File: config.mk
export PLATFORM = sky130hd
export DESIGN_NAME = ask_carrier_gen
export DESIGN_NICKNAME = d
export VERILOG_FILES = /design/src/rtl/ask_pkg.sv /design/src/rtl/ask_phase_cnt.sv /design/src/rtl/ask_sine_rom.sv /design/src/rtl/ask_env_ramp.sv /design/src/rtl/ask_carrier_gen.sv
export SDC_FILE = /design/constraint.sdc
export NUM_CORES = 1
export LEC_CHECK = 0
export BUFFER_PORTS_ARGS = -buffer_cell sky130_fd_sc_hd__buf_2
export CORE_MARGIN = 2
export CORE_UTILIZATION = 30
export CTS_CLUSTER_SIZE = 20
export DETAILED_ROUTE_END_ITERATION = 7
export PLACE_DENSITY_LB_ADDON = 0.3
export SLEW_MARGIN = 20
export SYNTH_ARGS = -nofsm -noshare
export SYNTH_HDL_FRONTEND = slang
export SYNTH_SLANG_ARGS = --single-unit
File: constraint.sdc
create_clock -name clk_i -period 5.9 [get_ports clk_i]
set_input_delay 1.18 -clock clk_i [delete_from_list [all_inputs] [get_ports clk_i]]
set_output_delay 1.18 -clock clk_i [all_outputs]
set_load 0.005 [all_outputs]
File: src/rtl/ask_pkg.sv
package ask_pkg;
  localparam int PH_W  = 6;   // 64 samples per carrier period
  localparam int SMP_W = 7;   // signed sample, -31..31
  localparam int DAC_W = 6;
  localparam logic [DAC_W-1:0] DAC_MID = 6'd32;

  // first quadrant of 31*sin, index 0..16
  function automatic logic [4:0] quarter_sin(input logic [4:0] k);
    case (k)
      5'd0:  quarter_sin = 5'd0;
      5'd1:  quarter_sin = 5'd3;
      5'd2:  quarter_sin = 5'd6;
      5'd3:  quarter_sin = 5'd9;
      5'd4:  quarter_sin = 5'd12;
      5'd5:  quarter_sin = 5'd15;
      5'd6:  quarter_sin = 5'd17;
      5'd7:  quarter_sin = 5'd20;
      5'd8:  quarter_sin = 5'd22;
      5'd9:  quarter_sin = 5'd24;
      5'd10: quarter_sin = 5'd26;
      5'd11: quarter_sin = 5'd27;
      5'd12: quarter_sin = 5'd29;
      5'd13: quarter_sin = 5'd30;
      5'd14: quarter_sin = 5'd30;
      default: quarter_sin = 5'd31;
    endcase
  endfunction
endpackage

File: src/rtl/ask_phase_cnt.sv
module ask_phase_cnt
  import ask_pkg::*;
(
  input  logic            clk_i,
  input  logic            rst_ni,
  input  logic            pd_i,
  output logic [PH_W-1:0] ph_o,
  output logic            wrap_o
);
  localparam logic [PH_W-1:0] PH_LAST = '1;

  always_ff @(posedge clk_i or negedge rst_ni) begin
    if (!rst_ni)   ph_o <= '0;
    else if (pd_i) ph_o <= '0;
    else           ph_o <= ph_o + 1'b1;
  end

  assign wrap_o = (ph_o == PH_LAST);


  phase_wrap_chk: assert property (@(posedge clk_i) disable iff (!rst_ni)
    (wrap_o && !pd_i) |=> (ph_o == '0));

  phase_step_chk: assert property (@(posedge clk_i) disable iff (!rst_ni)
    (!wrap_o && !pd_i) |=> (ph_o == $past(ph_o) + 1'b1));
endmodule

File: src/rtl/ask_sine_rom.sv
module ask_sine_rom
  import ask_pkg::*;
(
  input  logic [PH_W-1:0]         ph_i,
  output logic signed [SMP_W-1:0] smp_o
);
  logic [3:0] j;
  logic [4:0] idx;
  logic [4:0] mag;

  assign j   = ph_i[3:0];
  assign idx = ph_i[4] ? (5'd16 - {1'b0, j}) : {1'b0, j};
  assign mag = quarter_sin(idx);
  assign smp_o = ph_i[5] ? -$signed({2'b00, mag}) : $signed({2'b00, mag});
endmodule

File: src/rtl/ask_env_ramp.sv
module ask_env_ramp #(
  parameter int RAMP_LOG2 = 3,
  localparam int STEPS = 1 << RAMP_LOG2,
  localparam int LVL_W = RAMP_LOG2 + 1
) (
  input  logic             clk_i,
  input  logic             rst_ni,
  input  logic             pd_i,
  input  logic             wrap_i,
  input  logic             key_req_i,
  output logic [LVL_W-1:0] lvl_o,
  output logic             key_o
);
  localparam logic [LVL_W-1:0] LVL_MAX = LVL_W'(STEPS);

  always_ff @(posedge clk_i or negedge rst_ni) begin
    if (!rst_ni) begin
      key_o <= 1'b0;
      lvl_o <= '0;
    end else if (pd_i) begin
      key_o <= 1'b0;
      lvl_o <= '0;
    end else if (wrap_i) begin
      key_o <= key_req_i;
      if (key_req_i && lvl_o != LVL_MAX)  lvl_o <= lvl_o + 1'b1;
      else if (!key_req_i && lvl_o != '0) lvl_o <= lvl_o - 1'b1;
    end
  end


  lvl_bound_chk: assert property (@(posedge clk_i) disable iff (!rst_ni)
    lvl_o <= LVL_MAX);

  lvl_hold_chk: assert property (@(posedge clk_i) disable iff (!rst_ni)
    (!wrap_i && !pd_i) |=> ($stable(lvl_o) && $stable(key_o)));

  lvl_step_chk: assert property (@(posedge clk_i) disable iff (!rst_ni)
    (wrap_i && !pd_i) |=> (lvl_o == $past(lvl_o) + 1'b1 ||
                           lvl_o == $past(lvl_o) - 1'b1 || $stable(lvl_o)));
endmodule

File: src/rtl/ask_carrier_gen.sv
module ask_carrier_gen
  import ask_pkg::*;
#(
  parameter int RAMP_LOG2 = 3
) (
  input  logic             clk_i,
  input  logic             rst_ni,
  input  logic             data_ni,
  input  logic             pd_i,
  output logic [DAC_W-1:0] dac_o,
  output logic             oe_o,
  output logic             tx_active_o
);
  localparam int LVL_W = RAMP_LOG2 + 1;
  localparam int PW    = SMP_W + LVL_W + 1;

  logic [PH_W-1:0]         ph;
  logic                    wrap;
  logic signed [SMP_W-1:0] smp;
  logic [LVL_W-1:0]        lvl;
  logic                    key;
  logic signed [PW-1:0]    prod;
  logic signed [PW-1:0]    scaled;
  logic [DAC_W-1:0]        dac_d;

  ask_phase_cnt u_phase (
    .clk_i, .rst_ni, .pd_i, .ph_o(ph), .wrap_o(wrap)
  );

  ask_sine_rom u_rom (.ph_i(ph), .smp_o(smp));

  ask_env_ramp #(.RAMP_LOG2(RAMP_LOG2)) u_env (
    .clk_i, .rst_ni, .pd_i, .wrap_i(wrap), .key_req_i(~data_ni),
    .lvl_o(lvl), .key_o(key)
  );

  // floor scaling, level 2^RAMP_LOG2 is unity
  assign prod   = smp * $signed({1'b0, lvl});
  assign scaled = prod >>> RAMP_LOG2;
  assign dac_d  = DAC_W'(scaled + $signed(PW'(DAC_MID)));

  always_ff @(posedge clk_i or negedge rst_ni) begin
    if (!rst_ni) begin
      dac_o       <= DAC_MID;
      oe_o        <= 1'b0;
      tx_active_o <= 1'b0;
    end else if (pd_i) begin
      dac_o       <= DAC_MID;
      oe_o        <= 1'b0;
      tx_active_o <= 1'b0;
    end else begin
      dac_o       <= dac_d;
      oe_o        <= key || (lvl != '0);
      tx_active_o <= key;
    end
  end


  idle_mid_chk: assert property (@(posedge clk_i) disable iff (!rst_ni)
    !oe_o |-> (dac_o == DAC_MID));

  pd_quiet_chk: assert property (@(posedge clk_i) disable iff (!rst_ni)
    pd_i |=> (!oe_o && !tx_active_o && dac_o == DAC_MID));

  tx_oe_chk: assert property (@(posedge clk_i) disable iff (!rst_ni)
    tx_active_o |-> oe_o);
endmodule

==> qor.yml, run 1 <==
holdWs_ns: 0.5300
syn_inst: 241
die_h_um: 88.40
syn_to_final_growth_pct: 13.99
finalSetupViolCount: 0
max-clock-path-buffers: 2
grt_overflow: 0
antenna_found_initial: 0
hp-class: "reg -> reg"
drive_above_1_share_pct: 18.22
synth_cell_types: 49
dp_cells: 346
grt_max_degree: 21
synth-async-reset-ratio_pct: 100.0
utilization_pct: 35.66
hold_viol_final: 0
worstPathMaxFanout: 5
clkPwrFrac_pct: 30.2
ys_warn_count: 0
antenna_cells: 0
drtAntennaViolNets: 0
cellLeakagePower_nw: 1.138
wl_met1_um: 2119
finalMaxSlewViolations: 0
drt-pass1-iter-count: 4
comb_power_share_pct: 26.0
tritoncts: "built"
cp.required_ns: 6.09
met3WireLength_um: 120
viasPerCell: 4.864
grt_pass1_wl_um: 7472
wl_um: 4375
ys.flop_type: "dfrtp_1"
p_per_area_mw_per_mm2: 125.4
multi_input_area_mm2: 0.001533
critPathKind: "reg -> reg"
fmax_mhz: 178.7
p_switching_uw: 92.40
maxCapViolations: 0
dieArea_mm2: 0.007815
vias: 1722
clk_latency_ns: 0.26
fin_nets: 295
cts_root_buf: "clkbuf_8"
drtIter0Drc: 61
critPathLaunchType: "flop"
start_util_pct: 31.28
worstMarginPinSlew_ns: 0.4869
clock_skew_ns: 0.003553
met2_length_um: 2022
swShare_pct: 30.25
drc: 0
timing.setup.tns_ns: 0
synth_enable_flop_cells: 0
fillCellCount: 716
grt_pass1_vias: 1597
internal-power_uw: 213.0
period_needed_ns: 5.595
rows: 30
outcome: "complete, no violations"
htreeDepth: 1
path_clk_slew_ns: 0.07
fin_ws_ns: 0.3051
die_x_um: 88.40
core_mm2: 0.006832
portBuffers: 11
cts_buffers: 3
cts_sinks: 19
pwr-share-seq_pct: 43.8
finalNonFillerCells: 354
top_layer_used: "met4"
syn_area_mm2: 0.002137
synth_nets: 277
relSlewSlack_pct: 67.26
grt_usage_pct: 12.02
hpwl_um: 3374
ys_ff_latch: 19
routabilityCongestion: 0.8531
synth_seq_area_share_pct: 22.31
register_area_um2: 476.7
num_io_pins: 12
post-route-period-util_pct: 94.83
vdd_drop_max_mv: 0.04886
place_ws_ns: 0.1891
cp.arrival_ns: 5.79
cp-end-kind: "flop"
routedWlPerCell_um: 12.36
avgSynthCellArea_um2: 8.867
==> layer usage <==
metal	GRT usage, %	vias up
met5	0	-
met1	16.78	840
met2	19.48	28
met4	5.372	0
met3	0.2799	8
li1	-	846
==> power groups by stage <==
stage	Sequential [mW]	Combinational [mW]	Clock, mW
global placement	0.136	0.0688	0
global route	0.134	0.0884	0.103
CTS	0.134	0.0711	0.0967
floorplan	0.138	0.0460	0
detailed placement	0.136	0.0707	0
finish	0.134	0.0794	0.0921
==> cells in the mapped netlist (6+ instances only) <==
cell type | number | area share, %
inv_1 | 29 | 5.1
nor2_1 | 23 | 4.0
ha_1 | 21 | 12
dfrtp_1 | 18 | 21
a21oi_1 | 15 | 3.5
and2_1 | 14 | 4.1
xnor2_1 | 14 | 5.7
fa_1 | 11 | 10
nand2_1 | 10 | 1.8
clkbuf_1 | 7 | 1.2
a211oi_1 | 6 | 2.1
xor2_1 | 6 | 2.5
==> logic make-up (layout without fill, tap and decap cells) <==
group | Yosys count | in the layout | share of synthesized area, %
AOI/OAI and AO/OA | 45 | 45 | 14.99
xor gates and xnor gates | 22 | 22 | 10.25
adders and majority gates | 32 | 32 | 22.60
buffers and inverters | 40 | 57 | 7.670
DFF | 19 | 19 | 22.31
muxes | 7 | 7 | 3.396
and+or+nand+nor | 76 | 76 | 18.79
==> worst max-delay path, stage by stage (launching register included) <==
cell	delay, ns
dfrtp_1	0.34
inv_1	0.05
ha_1	0.33
mux2i_2	0.21
inv_2	0.11
ha_4	0.29
mux2i_1	0.09
o31ai_2	0.32
ha_2	0.32
nand2b_1	0.16
a21boi_0	0.16
and2_1	0.20
ha_1	0.27
inv_1	0.05
fa_1	0.50
fa_1	0.54
inv_1	0.04
ha_1	0.35
a211oi_1	0.33
o21ai_0	0.14
a21oi_1	0.18
xnor2_1	0.15
xnor2_1	0.10
and3_1	0.19
o21bai_1	0.11
==> stage by stage <==
| step | total power [mW] | area (um2) |
|---|---|---|
| 2_1_floorplan | 0.1838 | 2142 |
| 3_3_place_gp | 0.2053 | 2330 |
| 3_5_place_dp | 0.2071 | 2330 |
| 4_1_cts | 0.3016 | 2375 |
| 5_1_grt | 0.3257 | 2436 |
| 6_report | 0.3054 | 2436 |
==> final cells by class <==
class                           instances  share of cell area (%)
Clock buffer                            4                   1.849
Inverter                               29                   4.468
Multi-Input combinational cell        182                   62.92
Sequential cell                        19                   19.57
Tap cell                               96                   4.931
Timing Repair Buffer                   24                   6.266
==> final timing paths <==
kind                                      start         endpoint  slack [ns]  cells after the start
worst min register to register      u_env.key_o      tx_active_o        0.53                      1
worst max register to register  u_phase.ph_o[0]         dac_o[5]        0.31                     24
max in group asynchronous                rst_ni         dac_o[5]        4.69                      1
min in group asynchronous                rst_ni  u_phase.ph_o[3]        0.87                      1
worst max-delay path            u_phase.ph_o[0]         dac_o[5]        0.31                     24
worst min-delay path                u_env.key_o      tx_active_o        0.53                      1
==> what timing repair did <==
action | CTS | global route
resized for setup | 0 | 6
hold buffers | 0 | 0
hold endpoints to repair | 0 | 0
buffers inserted | 0 | 4
endpoints found under the setup margin | 0 | 1
==> state kept, by name, summed over array words and instances (netlist names) <==
name / cells
dac_o: 6
tx_active_o: 1
u_phase.ph_o: 6
u_env.key_o: 1
u_env.lvl_o: 4
oe_o: 1
==> placed cells by master, fill, tap and decap left out, drive strengths merged, types with 2 or more instances in the layout <==
cell type / count
a211oi: 6
a21o: 3
a21oi: 16
a31oi: 2
and2: 14
and2b: 2
and3: 2
buf: 24
clkbuf: 4
dfrtp: 18
fa: 11
ha: 21
inv: 29
mux2: 2
mux2i: 5
nand2: 10
nand2b: 2
nand3: 5
nor2: 23
nor2b: 3
nor3: 6
nor3b: 3
nor4: 2
o21ai: 5
o21bai: 2
o31ai: 3
o41ai: 3
xnor2: 16
xor2: 6
(Power assumes the default switching activity.)
==> run 2: changes to the inputs <==
- CORE_ASPECT_RATIO: unset -> 1.2
==> run 2 against run 1 <==
Against the previous run: register-to-register slack improved by 0.06 ns; worst setup slack improved by 0.065 ns; utilization fell by 0.32 points; critical endpoint is now dac_o[4].
==> qor.yml, run 2 (synthesis gave the netlist of run 1 again) <==
outcome: "complete, no violations"
path_clk_slew_ns: 0.09  # +0.02 ns
routedWlPerCell_um: 13.12  # +6.1%
hp-class: "reg -> reg"
clk_latency_ns: 0.26  # about the same
finalMaxSlewViolations: 0  # unchanged
cts_sinks: 19  # unchanged
rr_startpoint: "u_phase.ph_o[0]"
fin_nets: 294  # -0.34%
pwr-share-seq_pct: 43.5  # -0.3 points
drc: 0  # unchanged
rsz0062_at_grt: "false"
cts_buffers: 3  # unchanged
reg2reg_depth: 21  # -13%
syn_to_final_growth_pct: 13.35
relSlewSlack_pct: 64.55  # -2.7 points
register_area_um2: 476.7  # unchanged
start_util_pct: 31.18  # -0.10 points
max-clock-path-buffers: 2  # unchanged
timing.setup.tns_ns: 0  # unchanged
final_cell_mix: "inv_1, nor2_1, ha_1"
cp.required_ns: 6.05  # -0.04 ns
viasPerCell: 4.770  # -1.9%
reg2reg_setup_slack_ns: 0.37  # +0.06 ns
period_needed_ns: 5.530  # -0.06461 ns
worstMarginPinSlew_ns: 0.5277  # +0.04080 ns
p_per_area_mw_per_mm2: 127.3  # +1.5%
critPathLaunchType: "flop"
routabilityCongestion: 0.8278  # -3.0%
grt_overflow: 0  # unchanged
cp.arrival_ns: 5.68  # -0.11 ns
dieArea_mm2: 0.007817  # about the same
cellLeakagePower_nw: 1.134  # -0.36%
cp-end-kind: "flop"
final_common_cell: "inv_1"
finalSetupViolCount: 0  # unchanged
rows: 33  # +10%
vias: 1641  # -4.7%
antenna_found_initial: 0  # unchanged
grt_usage_pct: 13.25  # +1.2 points
fmax_mhz: 180.8  # +1.2%
biggestRegsByFlops: "dac_o x6, u_phase.ph_o x6, u_env.lvl_o x4"
portBuffers: 11  # unchanged
grt_pass1_vias: 1663  # +4.1%
die_h_um: 96.46  # +9.1%
drive_above_1_share_pct: 18.68  # +0.46 points
wl_um: 4512  # +3.1%
grt_pass1_wl_um: 8059  # +7.9%
hold_start: "u_env.key_o"
hpwl_um: 3421  # +1.4%
clock_skew_ns: 0.008626  # +0.005072 ns
hold_viol_final: 0  # unchanged
p_switching_uw: 96.30  # +4.2%
worstPathMaxFanout: 5  # unchanged
r2r-end: "dac_o[4]"
tritoncts: "built"
internal-power_uw: 212.1  # -0.46%
antenna_cells: 0  # unchanged
clkPwrFrac_pct: 31.4  # +1.2 points
drtIter0Drc: 41  # -33%
drt-pass1-iter-count: 4  # unchanged
cts_root_buf: "clkbuf_8"
die_x_um: 81.05  # -8.3%
comb_power_share_pct: 25.2  # -0.8 points
core_mm2: 0.006854  # +0.33%
fillCellCount: 746  # +4.2%
multi_input_area_mm2: 0.001536  # +0.24%
post-route-period-util_pct: 93.73  # -1.1 points
critPathKind: "reg -> reg"
grt_max_degree: 21  # unchanged
swShare_pct: 31.23  # +0.98 points
drtAntennaViolNets: 0  # unchanged
hold_depth: 1  # unchanged
htreeDepth: 1  # unchanged
maxCapViolations: 0  # unchanged
total_power_uw: 308.4  # +0.96%
min_to: "tx_active_o"
vdd_drop_max_mv: 0.1035  # +110%
num_io_pins: 12  # unchanged
==> run 2: through the flow <==
stage | worst slack (ns) | instance area, um2 | instances | hold WS, ns | utilization, %
floorplan | 0.04566 | 2142 | 241 | 0.4874 | -
global placement | 0.4018 | 2311 | 336 | 0.5223 | 33.72
detailed placement | 0.2804 | 2311 | 336 | 0.5229 | 33.72
CTS | 0.2469 | 2357 | 340 | 0.5436 | 34.39
global route | 0.02379 | 2422 | 344 | 0.6001 | 35.34
finish | 0.3698 | 2422 | 344 | 0.5517 | 35.34
==> run 2: worst max-delay path by stage <==
stage / endpoint / cells past startpoint / slack (ns) / from
floorplan: dac_o[5] / 26 / 0.05 / u_phase.ph_o[0]
CTS: dac_o[5] / 25 / 0.25 / u_phase.ph_o[0]
global placement: dac_o[5] / 24 / 0.40 / u_phase.ph_o[1]
finish: dac_o[4] / 21 / 0.37 / u_phase.ph_o[0]
global route: dac_o[5] / 25 / 0.02 / u_phase.ph_o[0]
detailed placement: dac_o[5] / 25 / 0.28 / u_phase.ph_o[0]
==> run 2: area by class of cell <==
| class | count | area share, % |
|---|---|---|
| Clock buffer | 3 | 1.705 |
| Clock inverter | 1 | 0.2066 |
| Multi-Input combinational cell | 182 | 63.43 |
| Tap cell | 87 | 4.494 |
| Timing Repair Buffer | 23 | 5.992 |
| Inverter | 29 | 4.494 |
| Sequential cell | 19 | 19.68 |
==> run 2: power by group through the flow <==
stage | Combinational, mW | Clock [mW] | Sequential [mW]
CTS | 0.0701 | 0.100 | 0.134
detailed placement | 0.0698 | 0 | 0.137
finish | 0.0776 | 0.0967 | 0.134
global placement | 0.0694 | 0 | 0.137
global route | 0.0869 | 0.106 | 0.134
floorplan | 0.0460 | 0 | 0.138
==> run 2: worst max-delay path, stage by stage, from the launching register on <==
cell,delay [ns]
dfrtp_1,0.35
inv_1,0.06
ha_1,0.32
mux2i_2,0.20
inv_2,0.10
ha_4,0.29
mux2i_1,0.08
o31ai_2,0.31
ha_2,0.32
nand2b_1,0.16
a21boi_1,0.16
and2_1,0.18
ha_1,0.27
inv_1,0.05
fa_1,0.50
fa_1,0.56
inv_1,0.04
ha_1,0.37
nand2_1,0.09
or4_1,0.42
a32oi_1,0.23
mux2_1,0.34
==> run 2: metal layers <==
layer	GRT usage, %	up-vias	wire length, um
met3	2.230	2	63
met4	2.825	0	34
met2	22.52	12	2219
li1	-	847	-
met1	17.67	780	2195
met5	0	-	0
==> run 2: what timing repair did <==
action,CTS,global route
setup endpoints to repair,0,1
setup buffers,0,4
gates resized for setup,0,9
hold buffers,0,0
==> run 3: changes to the inputs <==
- CELL_PAD_IN_SITES_DETAIL_PLACEMENT: unset -> 0
- CELL_PAD_IN_SITES_GLOBAL_PLACEMENT: unset -> 1
- CORE_ASPECT_RATIO: 1.2 -> 0.9
==> run 3 against run 2 <==
Against the previous run: worst hold slack lost 0.018 ns; utilization decreased by 0.61 points; worst setup slack worse by 0.17 ns; clock power about the same; count of clock-buffer cells in the layout grew 1; flip-flop and latch count is the same; register-to-register slack worse by 0.17 ns; cell count is 1.7% higher; combinational power decreased by 0.9%; non-clock buffer count stayed put; clock skew shrank 0.0044 ns; power down 0.49%; highest routed layer unchanged.
==> qor.yml, run 3 (synthesis gave the netlist of run 1 again) <==
tritoncts: "built"
drc: 0  # unchanged
grt_overflow: 0  # unchanged
timing.setup.tns_ns: 0  # unchanged
fillCellCount: 736  # -1.3%
critPathKind: "reg -> reg"
syn_to_final_growth_pct: 13.23
htreeDepth: 1  # unchanged
num_io_pins: 12  # unchanged
p_per_area_mw_per_mm2: 126.8  # -0.38%
cp.arrival_ns: 5.90  # +0.22 ns
cellLeakagePower_nw: 1.132  # -0.16%
cts_buffers: 3  # unchanged
wl_um: 4593  # +1.8%
grt-busiest-layer: "met2"
cts_sinks: 19  # unchanged
drt-pass1-iter-count: 5  # +1
finalMaxSlewViolations: 0  # unchanged
dieArea_mm2: 0.007816  # about the same
routedWlPerCell_um: 13.12  # about the same
hold_buffers: 0  # unchanged
die_x_um: 92.97  # +15%
cp.required_ns: 6.10  # +0.05 ns
viasPerCell: 4.797  # +0.56%
final_common_cell: "inv_1"
dp_cells: 343  # +2.1%
antenna_cells: 0  # unchanged
fin_ws_ns: 0.1995  # -0.1702 ns
finalNonFillerCells: 350  # +1.7%
hpwl_um: 3500  # +2.3%
start_util_pct: 30.68  # -0.50 points
hold_viol_final: 0  # unchanged
final_cell_mix: "inv_1, nor2_1, ha_1"
fmax_mhz: 175.4  # -3.0%
grtUsageMet1_pct: 18.34  # +0.67 points
drtIter0Drc: 101  # +150%
path_clk_slew_ns: 0.08  # about the same
outcome: "complete, no violations"
worstPathMaxFanout: 5  # unchanged
max-clock-path-buffers: 2  # unchanged
critPathLaunchType: "flop"
finalSetupViolCount: 0  # unchanged
worstMarginPinSlew_ns: 0.4671  # -0.06059 ns
routabilityCongestion: 0.7583  # -8.4%
grt_pass1_vias: 1666  # +0.18%
rows: 29  # -12%
place_ws_ns: 0.1024  # -0.1780 ns
antenna_found_initial: 0  # unchanged
cp-end-kind: "flop"
cts_root_buf: "clkbuf_8"
period_needed_ns: 5.700  # +0.1702 ns
fin_area_mm2: 0.002420  # -0.10%
maxCapViolations: 0  # unchanged
grt_max_degree: 21  # unchanged
grt_usage_pct: 12.47  # -0.78 points
vias: 1679  # +2.3%
place_area_mm2: 0.002326  # +0.65%
clock_skew_ns: 0.004234  # -0.004392 ns
fin_nets: 294  # unchanged
biggestRegsByFlops: "dac_o x6, u_phase.ph_o x6, u_env.lvl_o x4"
reg2reg_setup_slack_ns: 0.20  # -0.17 ns
vdd_drop_max_mv: 0.05005  # -52%
met3_usage_pct: 0.6323  # -1.6 points
post-route-period-util_pct: 96.62  # +2.9 points
core_mm2: 0.006967  # +1.6%
globalRouteMet2Util_pct: 19.76  # -2.8 points
portBuffers: 11  # unchanged
grt_pass1_wl_um: 7907  # -1.9%
relSlewSlack_pct: 68.52  # +4.0 points
hp-class: "reg -> reg"
drive_above_1_share_pct: 18.29  # -0.39 points
drtAntennaViolNets: 0  # unchanged
die_h_um: 84.07  # -13%
total_power_uw: 306.9  # -0.49%
clk_latency_ns: 0.26  # about the same
## run 3: cell types whose count changed in the layout (fill, tap and decap cells not counted)
cell | previous run | this run
a21boi_0 | 0 | 1
a21boi_1 | 1 | 0
a21oi_1 | 15 | 14
a21oi_2 | 1 | 2
clkbuf_1 | 0 | 1
clkinv_2 | 1 | 0
ha_1 | 19 | 20
ha_4 | 1 | 0
o21ai_0 | 4 | 3
o21ai_1 | 0 | 1
## run 3: repair_timing
item | 4_1_cts | 5_1_grt
setup buffers | 0 | 3
endpoints found under the setup margin | 0 | 1
gates resized for setup | 0 | 9
## run 3: worst paths after layout
path,startpoint,endpoint,cells past startpoint
max,u_phase.ph_o[0],dac_o[5],25
max in group asynchronous,rst_ni,dac_o[5],1
min,u_env.key_o,tx_active_o,1
max reg2reg,u_phase.ph_o[0],dac_o[5],25
min reg2reg,u_env.key_o,tx_active_o,1
min in group asynchronous,rst_ni,dac_o[2],1
## run 3: stage by stage
stage / util, % / hold WS (ns)
finish: 34.73 / 0.5338
global route: 34.73 / 0.5670
CTS: 34.03 / 0.5419
detailed placement: 33.39 / 0.5237
global placement: 33.39 / 0.5159
floorplan: - / 0.4874
## run 3: where the power goes
group | internal, mW | switching (mW) | total (mW)
combinational | 0.0317 | 0.0452 | 0.0769
clock | 0.0481 | 0.0485 | 0.0966
sequential | 0.132 | 0.00157 | 0.133
## run 3: layer usage
metal	routed length [um]	vias up	share of wire, %
met5	0	-	0
met3	73	5	1.6
met4	51	0	1.1
met1	2359	804	51
li1	-	843	-
met2	2109	27	46
## run 3: worst max-delay path: stages (launching register included)
cell and delay [ns]:
dfrtp_1 0.35, inv_1 0.05, ha_1 0.33, mux2i_2 0.21, inv_2 0.10, ha_1 0.34
mux2i_1 0.11, o31ai_2 0.32, ha_2 0.25, inv_1 0.07, o41ai_2 0.38, xor2_1 0.33
and2_1 0.18, ha_1 0.24, fa_1 0.55, inv_1 0.05, fa_1 0.50, inv_1 0.04
ha_1 0.31, o21ai_2 0.08, o21ai_1 0.17, a21oi_2 0.08, xnor2_1 0.17, xnor2_1 0.12
and3_1 0.19, o21bai_1 0.12
## run 3: area by class of cell
type | count | area (um2) | area share (%)
Timing Repair Buffer | 23 | 145.1 | 5.998
Sequential cell | 19 | 476.7 | 19.70
Inverter | 29 | 108.9 | 4.498
Tap cell | 93 | 116.4 | 4.809
Clock buffer | 4 | 45.04 | 1.861
Multi-Input combinational cell | 182 | 1528 | 63.13
